File: src/rtl/i2c_addr_recog.sv
module i2c_addr_recog #(
  parameter int NUM_IDS = 4,
  parameter int IDX_W   = $clog2(NUM_IDS)
) (
  input  logic             clk,
  input  logic             rst_n,
  input  logic             scl_i,
  input  logic             sda_i,
  input  logic             ten_bit_en,
  input  logic             force_nack,
  input  logic             id_we,
  input  logic [IDX_W-1:0] id_sel,
  input  logic [7:0]       id_wdata,
  output logic             busy,
  output logic             addr_match,
  output logic [IDX_W-1:0] match_id,
  output logic             rd_dir,
  output logic             ack_drive
);
  localparam int BYTE_W = 8;
  localparam int CNT_W  = $clog2(BYTE_W + 1);
  localparam logic [4:0] TEN_HDR = 5'b11110;

  typedef enum logic [2:0] {ST_IDLE, ST_HDR, ST_LOW, ST_DATA, ST_SKIP} st_t;

  st_t              st_q, nxt_st;
  logic             scl_q, sda_q;
  logic [BYTE_W-1:0] sh_q;
  logic [CNT_W-1:0] cnt_q;
  logic             in_ack_q, ten_ok_q;
  logic [BYTE_W-1:0] id_q [NUM_IDS];
  logic             pend_v;
  logic [IDX_W-1:0] pend_sel;
  logic [BYTE_W-1:0] pend_dat;

  logic start_c, stop_c, rise_c, fall_c, byte_end, ack_end;
  logic [NUM_IDS-1:0] hit_v;
  logic               hit_any;
  logic [IDX_W-1:0]   hit_idx;
  logic hdr_ok, low_ok;
  logic dec_ack, dec_match, dec_rd, dec_ten;
  logic [IDX_W-1:0] dec_idx;

  assign start_c  = scl_i & scl_q & sda_q & ~sda_i;
  assign stop_c   = scl_i & scl_q & ~sda_q & sda_i;
  assign rise_c   = scl_i & ~scl_q;
  assign fall_c   = ~scl_i & scl_q;
  assign busy     = (st_q != ST_IDLE);
  assign byte_end = busy & fall_c & ~in_ack_q & (cnt_q == CNT_W'(BYTE_W));
  assign ack_end  = fall_c & in_ack_q;

  for (genvar g = 0; g < NUM_IDS; g++) begin : g_cmp
    assign hit_v[g] = (id_q[g][7:1] == sh_q[7:1]);
  end

  always_comb begin
    hit_any = 1'b0;
    hit_idx = '0;
    for (int i = NUM_IDS - 1; i >= 0; i--)
      if (hit_v[i]) begin
        hit_any = 1'b1;
        hit_idx = IDX_W'(i);
      end
  end

  assign hdr_ok = (id_q[1][7:3] == TEN_HDR) && (sh_q[7:1] == {TEN_HDR, id_q[1][2:1]});
  assign low_ok = (sh_q == {id_q[1][0], id_q[0][7:1]});

  always_comb begin
    dec_ack   = 1'b0;
    dec_match = 1'b0;
    dec_idx   = '0;
    dec_rd    = 1'b0;
    dec_ten   = 1'b0;
    nxt_st    = ST_SKIP;
    case (st_q)
      ST_HDR:
        if (ten_bit_en) begin
          if (hdr_ok && !sh_q[0]) begin
            dec_ack = 1'b1;
            nxt_st  = ST_LOW;
          end else if (hdr_ok && ten_ok_q) begin
            dec_ack   = 1'b1;
            dec_match = 1'b1;
            dec_rd    = 1'b1;
            nxt_st    = ST_DATA;
          end
        end else if (hit_any) begin
          dec_ack   = 1'b1;
          dec_match = 1'b1;
          dec_idx   = hit_idx;
          dec_rd    = sh_q[0];
          nxt_st    = ST_DATA;
        end
      ST_LOW:
        if (low_ok) begin
          dec_ack   = 1'b1;
          dec_match = 1'b1;
          dec_ten   = 1'b1;
          nxt_st    = ST_DATA;
        end
      ST_DATA: begin
        dec_ack = ~rd_dir & ~force_nack;
        nxt_st  = ST_DATA;
      end
      ST_IDLE: nxt_st = ST_IDLE;
      default: nxt_st = ST_SKIP;
    endcase
  end

  always_ff @(posedge clk or negedge rst_n) begin
    if (!rst_n) begin
      st_q       <= ST_IDLE;
      scl_q      <= 1'b1;
      sda_q      <= 1'b1;
      sh_q       <= '0;
      cnt_q      <= '0;
      in_ack_q   <= 1'b0;
      ten_ok_q   <= 1'b0;
      addr_match <= 1'b0;
      match_id   <= '0;
      rd_dir     <= 1'b0;
      ack_drive  <= 1'b0;
    end else begin
      scl_q      <= scl_i;
      sda_q      <= sda_i;
      addr_match <= 1'b0;
      if (start_c) begin
        st_q      <= ST_HDR;
        cnt_q     <= '0;
        in_ack_q  <= 1'b0;
        ack_drive <= 1'b0;
      end else if (stop_c) begin
        st_q      <= ST_IDLE;
        cnt_q     <= '0;
        in_ack_q  <= 1'b0;
        ack_drive <= 1'b0;
        ten_ok_q  <= 1'b0;
      end else begin
        if (busy && rise_c && !in_ack_q && cnt_q != CNT_W'(BYTE_W)) begin
          sh_q  <= {sh_q[BYTE_W-2:0], sda_i};
          cnt_q <= cnt_q + 1'b1;
        end
        if (byte_end) begin
          in_ack_q   <= 1'b1;
          ack_drive  <= dec_ack;
          addr_match <= dec_match;
          st_q       <= nxt_st;
          if (dec_match) begin
            match_id <= dec_idx;
            rd_dir   <= dec_rd;
          end
          if (dec_ten) ten_ok_q <= 1'b1;
        end
        if (ack_end) begin
          in_ack_q  <= 1'b0;
          ack_drive <= 1'b0;
          cnt_q     <= '0;
        end
      end
    end
  end

  always_ff @(posedge clk or negedge rst_n) begin
    if (!rst_n) begin
      pend_v   <= 1'b0;
      pend_sel <= '0;
      pend_dat <= '0;
      for (int i = 0; i < NUM_IDS; i++) id_q[i] <= '0;
    end else if (busy) begin
      if (id_we) begin
        pend_v   <= 1'b1;
        pend_sel <= id_sel;
        pend_dat <= id_wdata;
      end
    end else begin
      pend_v <= 1'b0;
      for (int i = 0; i < NUM_IDS; i++) begin
        if (id_we && id_sel == IDX_W'(i))          id_q[i] <= id_wdata;
        else if (pend_v && pend_sel == IDX_W'(i))  id_q[i] <= pend_dat;
      end
    end
  end
endmodule

File: config.mk
export PLATFORM = sky130hd
export DESIGN_NAME = i2c_addr_recog
export DESIGN_NICKNAME = d
export VERILOG_FILES = /design/src/rtl/i2c_addr_recog.sv
export SDC_FILE = /design/constraint.sdc
export NUM_CORES = 1
export LEC_CHECK = 0
export ABC_AREA = 0
export BUFFER_PORTS_ARGS = -buffer_cell sky130_fd_sc_hd__buf_2
export CORE_ASPECT_RATIO = 1.75
export CORE_MARGIN = 1
export CORE_UTILIZATION = 45
export CTS_CLUSTER_DIAMETER = 50
export DETAILED_ROUTE_END_ITERATION = 10
export PLACE_DENSITY_LB_ADDON = 0.3
export SYNTH_ARGS = -nofsm -noshare
export SYNTH_HDL_FRONTEND = slang
export SYNTH_SLANG_ARGS = --single-unit
File: constraint.sdc
create_clock -name clk -period 2 [get_ports clk]
set_input_delay 0.2 -clock clk [delete_from_list [all_inputs] [get_ports clk]]
set_output_delay 0.2 -clock clk [all_outputs]
set_load 0.005 [all_outputs]
# Word level (Yosys, flattened, before mapping)

Index checks and enable logic that the tools add are counted.

Memory bits (writable): 0
Latch bits: 0
Register bits: 67
Bits in read-only memories: 0
Memories kept: 0

Shift operators: 0
Reduce and logical (&&, ||, !) cells: 37
Eq/ne operators: 19
Order comparisons: 0
Div/mod/pow operators: 0
Bitwise operators: 22
$add $sub $neg: 1
Mux-type cells: 61
Multiply operators: 0

Operator list:

| operator                                                         | number |
|---|---|
| 8-bit 2-to-1 mux                                                 | 8 |
| 7-bit == test                                                    | 5 |
| 1-bit 2-to-1 mux                                                 | 31 |
| 3-bit 2-to-1 mux                                                 | 8 |
| 4-bit 2-to-1 mux                                                 | 4 |
| 1-bit logical AND                                                | 14 |
| 2-bit 2-to-1 mux                                                 | 7 |
| 1-bit AND                                                        | 12 |
| 3-bit case mux with 4 select lines                               | 1 |
| 2-bit nonzero test                                               | 6 |
| 1-bit NOT                                                        | 10 |
| 2-bit AND reduction                                              | 5 |
| 2-bit == test (second input constant)                            | 4 |
| 8-bit == test                                                    | 1 |
| 4-bit nonzero test                                               | 2 |
| 3-bit by 2-bit == test with 1-bit output (second input constant) | 2 |
| 3-bit AND reduction                                              | 2 |
| 3-bit nonzero test                                               | 2 |
| 5-bit == test (second input constant)                            | 1 |
| 4-bit by 1-bit adder with 4-bit output (second input constant)   | 1 |
| 2-bit by 1-bit == test with 1-bit output (second input constant) | 2 |
| 4-bit == test (second input constant)                            | 1 |
| 2-bit zero test                                                  | 2 |
| 4-bit != test (second input constant)                            | 1 |
| 7 further kinds                                                  | 8 |

# Logic depth before layout (Yosys ltp)

Gate-level depths: netlist (run 1).

Word-level depth: 12
Mapped depth: 8
Gate-level depth less buffers: 8

# Worst setup path after synthesis (run 1)

No wires, ideal clock.

Path kind: register -> register
Start point: reg sh_q[2]
End point: reg match_id[0]
Clock period less this slack: 2.089 ns
Slack: -0.089 ns
Cell stages (with the launch flop): 8
Setup time: 0.128 ns
Data arrival time: 1.961 ns
Cell sequence: dfrtp_1 > buf_6 > xor2_1 > or3_4 > o31ai_4 > a21boi_2 > a311oi_2 > mux2_1

Cells in the longest elaborated chain, start to end: 9
Elaborated cells on any way between the ends: 27

RTL lines:

| what                               | line | RTL |
|---|---|---|
| start: declaration                 | 28   | `logic [BYTE_W-1:0] sh_q;` |
| start signal: assignment           | 141  | `sh_q <= {sh_q[BYTE_W-2:0], sda_i};` |
| 7-bit == test                      | 53   | `assign hit_v[g] = (id_q[g][7:1] == sh_q[7:1]);` |
| 1-bit 2-to-1 mux (4 in a row)      | 60   | `if (hit_v[i]) begin` |
| 1-bit 2-to-1 mux                   | 88   | `end else if (hit_any) begin` |
| 1-bit 2-to-1 mux                   | 78   | `if (ten_bit_en) begin` |
| 1-bit case mux with 2 select lines | 76   | `case (st_q)` |
| 4-bit AND reduction (no line)      | -    |  |
| end signal: assignment             | 150  | `match_id <= dec_idx;` |
| end: declaration                   | 16   | `output logic [IDX_W-1:0] match_id,` |

Parallel ways exist; a longest one is shown, timed or not.
A chain may end at the register's enable or synchronous reset.

# Final worst setup path (run 1)

Start point: reg sh_q[1]
End point: reg match_id[0]

Same word-level chain as after synthesis.

==> flow_summary.toml, run 1 <==
[power]
pwr_density_cell_nw_per_um2 = 1070
power.clock.fraction_pct = 30.0
swShare_pct = 32.5
leakage_nw = 2.20
comb_power_share_pct = 29.6
internal_power_w = 0.00332
pwr-share-seq_pct = 40.3
finalPower_w = 0.00492
p_sw_w = 0.00160
max-vdd-ir-drop_v = 0.000668

[timing]
period_minus_slack_ns = 2.19
tightestPinTransition_ns = 0.546
fmax_mhz = 458
timing.final.ws_setup_ns = -0.185
period_share_pct = 109
fin_worst_skew_ns = 0.00991
fin_setup_tns_ns = -0.616
max_slew_margin_pct = 63.6
rsz0062_at_grt = "yes"
drv_slew = 0
hold_viol_final = 0
finalSetupViolCount = 6

[worst_hold_path]
hp-class = "input port to flop"

[placement]
gp_congestion = 0.850
port_buffers = 22
post-place-ws_ns = -0.224
dpl.hpwl_um = 6280
place_area_um2 = 4070

[detailed_routing]
drt_iter0_markers = 85
viasPerCell = 5.46
dr.pass1.iters = 4
drc_errors = 0
antenna_left = 0
routedWlPerCell_um = 16.4
wirelength_um = 8480
vias = 2816

[cts]
htreeDepth = 3
cts_num_sinks = 64
numCtsBuffers = 9
clk_latency_ns = 0.34
tritoncts = "done"
cts-root-buf = "clkbuf_16"
clockBufferDepth = 2
clkTransAtPathRegs_ns = 0.06

[setup_path]
worstPathCellList = "xor2_1 -> nor4_1 -> a41oi_2 -> and2_4 -> a311oi_4 -> mux2_4"
cp.arrival_ns = 2.40
critical_path_class = "flop to flop"
max_stage_delay_ns = 0.47
worst_ep_required_time_ns = 2.22
cp_top_family = "simple AND/OR/NAND/NOR gates"
crit_buf_inv = 0
crit_path_start_kind = "flop"
path_max_fanout = 7
end_kind = "flop"
cp_slowest_cell = "dfrtp_2"

[synthesis]
ys_ff_latch = 64
ys_warn_count = 0
syn_inst = 340
synth_seq_area_share_pct = 45.7
synthFlopType = "dfrtp_1"
synth_nets = 359
async_flop_share_pct = 100
synth_area_um2 = 3510
synth_edf_count = 0
avgSynthCellArea_um2 = 10.3
synth_cell_types = 52

[grt]
busiest_layer = "met2"
antenna_found_initial = 0
track_usage_pct = 23.6
gr-usage-met2_pct = 42.6
grt_pass1_wl_um = 13900
gr-usage-met3_pct = 6.76
grt_overflow = 0
grt_pass1_vias = 2951
grt_max_degree = 44
met1_usage_pct = 24.0

[finish]
final_cell_area_um2 = 4600
drive_above_1_share_pct = 36.2
antennaDiodeCount = 0
postLayoutCoreUtil_pct = 60.8
nets = 442
syn_to_final_growth_pct = 31.3

[outcome]
outcome = "complete, but fails checks"
violations = "setup timing"

[floorplanning]
std_cell_rows = 42
initial_core_util_pct = 46.3
die_y_um = 119
dieWidth_um = 68.7
coreArea_um2 = 7570
ios = 23
die_area_um2 = 8160

[run]
maxCapViolations = 0
[Yosys cell counts (6+ instances only)]
cell / n / area share, %
dfrtp_1: 62 / 44
nor2_1: 37 / 4.0
mux2i_1: 30 / 8.6
a21oi_1: 29 / 4.1
xor2_1: 26 / 6.5
nand2_1: 18 / 1.9
mux2_2: 17 / 5.5
xnor2_1: 13 / 3.2
o21ai_0: 12 / 1.7
clkbuf_1: 9 / 0.96
nand3_1: 8 / 1.1
inv_1: 6 / 0.64
[worst paths after layout]
check	start	end	slack, ns	cells after the start
hold reg to reg	match_id[1]	match_id[1]	0.50	1
hold / removal	id_wdata[0]	pend_dat[0]	0.12	2
min in group asynchronous	rst_n	cnt_q[3]	0.38	2
max in group asynchronous	rst_n	sh_q[7]	0.98	3
setup / recovery	sh_q[1]	match_id[0]	-0.19	6
setup reg to reg	sh_q[1]	match_id[0]	-0.19	6
[layout make-up]
type | count | area (µm²)
fill | 645 | 2960
multi-input combinational | 251 | 1920
sequential | 64 | 1610
timing repair buffer | 90 | 657
clock buffer | 13 | 270
tap | 88 | 110
inverter | 7 | 26.3
clock inverter | 3 | 15.0
[cells in the final DEF, fill, tap and decap left out, types with 4 or more instances in the layout]
master,count
a21oi_1,29
buf_2,22
buf_4,62
clkbuf_16,9
dfrtp_1,57
dfrtp_2,5
inv_1,6
mux2_2,17
mux2i_1,30
nand2_1,18
nand3_1,6
nand3b_1,5
nand4_1,5
nor2_1,37
nor3b_1,5
nor4_2,4
o21ai_0,12
xnor2_1,12
xor2_1,23
xor2_2,4
[flip-flops by register name, summed over array words and instances, names as in the netlist]
signal / flops
pend_sel: 2
scl_q: 1
addr_match: 1
ten_ok_q: 1
ack_drive: 1
in_ack_q: 1
pend_v: 1
st_q: 3
match_id: 2
sh_q: 8
sda_q: 1
cnt_q: 4
id_q: 29
rd_dir: 1
pend_dat: 8
[metal layers]
| layer | share of wire (%) | vias to the layer above | routed length, µm |
|---|---|---|---|
| met5 | 0 | - | 0 |
| met4 | 2.9 | 0 | 243 |
| met3 | 2.6 | 18 | 222 |
| met2 | 57 | 37 | 4860 |
| met1 | 37 | 1395 | 3160 |
| li1 | - | 1366 | - |
[cell families after synthesis]
logic type	Yosys count	share of synthesized area, %
buf+inv	25	3.39
mux	49	14.7
xor+xnor	40	10.2
compound gates	58	10.2
fa+ha+maj	2	0.713
flops	64	45.7
simple gates	102	15.1
[per-stage QoR]
step           hold WS (ns)  cells
3_5_place_dp          0.216    486
3_3_place_gp          0.211    486
2_1_floorplan       -0.0956    340
6_report              0.115    516
5_1_grt               0.108    516
4_1_cts               0.106    513
[repair_timing]
action	4_1_cts	5_1_grt
buffers inserted	8	4
resized for setup	13	13
setup endpoints to repair	8	14
hold buffers	3	0
pin swaps	3	3
hold endpoints to repair	21	0
[power groups by stage]
stage          combinational, W  clock, W  sequential, W
2_1_floorplan          0.000898         0        0.00189
6_report                0.00146   0.00148        0.00199
3_5_place_dp            0.00133         0        0.00199
5_1_grt                 0.00161   0.00157        0.00203
3_3_place_gp            0.00130         0        0.00198
4_1_cts                 0.00139   0.00151        0.00198
No activity file was read; power rests on OpenSTA's default activity.
==> inputs of run 2 (changes only) <==
--- a/config.mk
+++ b/config.mk
@@ -13,6 +13,7 @@
 export CTS_CLUSTER_DIAMETER = 50
 export DETAILED_ROUTE_END_ITERATION = 10
 export PLACE_DENSITY_LB_ADDON = 0.3
+export SETUP_SLACK_MARGIN = 0.5
 export SYNTH_ARGS = -nofsm -noshare
 export SYNTH_HDL_FRONTEND = slang
 export SYNTH_SLANG_ARGS = --single-unit
==> flow_summary.toml, run 2 (synthesis gave the netlist of run 1 again) <==
[outcome]
outcome = "complete, but fails checks"
violations = "setup timing"

[setup_path]
path_max_fanout = 5
worst_ep_required_time_ns = 2.22
end_kind = "flop"
critical_path_class = "flop to flop"
crit_path_start_kind = "flop"
cp.arrival_ns = 2.36

[cts]
clkTransAtPathRegs_ns = 0.05
htreeDepth = 3
tritoncts = "done"
numCtsBuffers = 9
clk_latency_ns = 0.34
clockBufferDepth = 2
cts_num_sinks = 64
cts-root-buf = "clkbuf_16"

[finish]
largest_reg_flops = 29
final_cell_area_um2 = 5420
top_register = "id_q"
final_common_cell = "dfrtp_1"
final_cell_mix = "dfrtp_1, buf_4, mux2i_1"
nets = 457
antennaDiodeCount = 0
syn_to_final_growth_pct = 54.5
fill_cells = 507
reg_top3 = "id_q x29, pend_dat x8, sh_q x8"
drive_above_1_share_pct = 55.4

[detailed_routing]
vias = 3110
dr.pass1.iters = 4
antenna_left = 0
wirelength_um = 11200
routedWlPerCell_um = 21.2
drc_errors = 0
drt_iter0_markers = 125
viasPerCell = 5.87

[timing]
fin_worst_skew_ns = 0.00620
tightestPinTransition_ns = 0.388
period_minus_slack_ns = 2.14
hold_viol_final = 0
whs_ns = 0.120
rsz0062_at_grt = "yes"
max_slew_margin_pct = 74.1
period_share_pct = 107
timing.final.ws_setup_ns = -0.144
drv_slew = 0
fmax_mhz = 466
finalSetupViolCount = 5

[worst_hold_path]
hp-class = "input port to flop"

[placement]
dpl.hpwl_um = 6610
gp_congestion = 0.907
port_buffers = 22
place_area_um2 = 4220

[grt]
grt_max_degree = 65
grt_pass1_vias = 3222
grt_pass1_wl_um = 15800
track_usage_pct = 27.5
antenna_found_initial = 0
grt_overflow = 0

[power]
leakage_nw = 2.45
max-vdd-ir-drop_v = 0.000806
finalPower_w = 0.00589
pwr_density_cell_nw_per_um2 = 1090

[floorplanning]
coreArea_um2 = 7570
dieWidth_um = 68.7
std_cell_rows = 42
ios = 23
initial_core_util_pct = 46.3
die_y_um = 119
die_area_um2 = 8160

[run]
maxCapViolations = 0
## run 2: power by group
part	leakage (nW)	internal, W	total [W]	switching (W)
Sequential	0.774	0.00164	0.00210	0.000467
Clock	0.149	0.00108	0.00164	0.000565
Combinational	1.53	0.00111	0.00214	0.00103
Total	2.45	0.00383	0.00589	0.00206
## run 2: metrics by stage
| step | instances | setup TNS, ns | utilization (%) | setup slack [ns] |
|---|---|---|---|---|
| 4_1_cts | 522 | -0.291 | 67.8 | -0.112 |
| 2_1_floorplan | 340 | -0.138 | - | -0.0692 |
| 3_3_place_gp | 491 | -0.476 | 55.8 | -0.189 |
| 5_1_grt | 530 | -1.10 | 71.6 | -0.237 |
| 3_5_place_dp | 491 | -0.609 | 55.8 | -0.215 |
| 6_report | 530 | -0.430 | 71.6 | -0.144 |
## run 2: path summary, 6_finish.rpt
| kind | startpoint | end | slack, ns | depth (start not counted) |
|---|---|---|---|---|
| max | sh_q[4] | match_id[1] | -0.14 | 6 |
| min | id_wdata[0] | pend_dat[0] | 0.12 | 2 |
| max reg2reg | sh_q[4] | match_id[1] | -0.14 | 6 |
| min reg2reg | match_id[1] | match_id[1] | 0.52 | 1 |
| max in group asynchronous | rst_n | sh_q[7] | 1.27 | 3 |
| min in group asynchronous | rst_n | rd_dir | 0.40 | 3 |
## run 2: area by class of cell
type	count	area [µm²]	share of cell area, %
multi-input cells	252	2450	45.2
flip-flops and latches	64	1610	29.7
well taps	88	110	2.03
clock buffers	11	233	4.30
repair buffers	104	916	16.9
clock inverters	4	70.1	1.29
inverters	7	31.3	0.577
## run 2: critical path, stage by stage, from the launching register on
cell and delay (ns):
dfrtp_2 0.46, xor2_2 0.18, nor4_4 0.34, nand4_2 0.17, and2_4 0.18, a311oi_4 0.34, mux2_1 0.36
## run 2: timing repair
action | 4_1_cts | 5_1_grt
cloned | 2 | 1
setup endpoints to repair | 62 | 62
pin swaps | 21 | 21
setup buffers | 11 | 7
hold buffers | 3 | 0
hold endpoints to repair | 64 | 0
resized for setup | 119 | 43
## run 2: metal layers
layer / up-vias / track usage [%] / share of wire [%]
li1: 1396 / - / -
met1: 1546 / 27.1 / 33
met2: 107 / 48.7 / 55
met3: 61 / 5.50 / 3.5
met4: 0 / 18.4 / 8.0
met5: - / 0 / 0
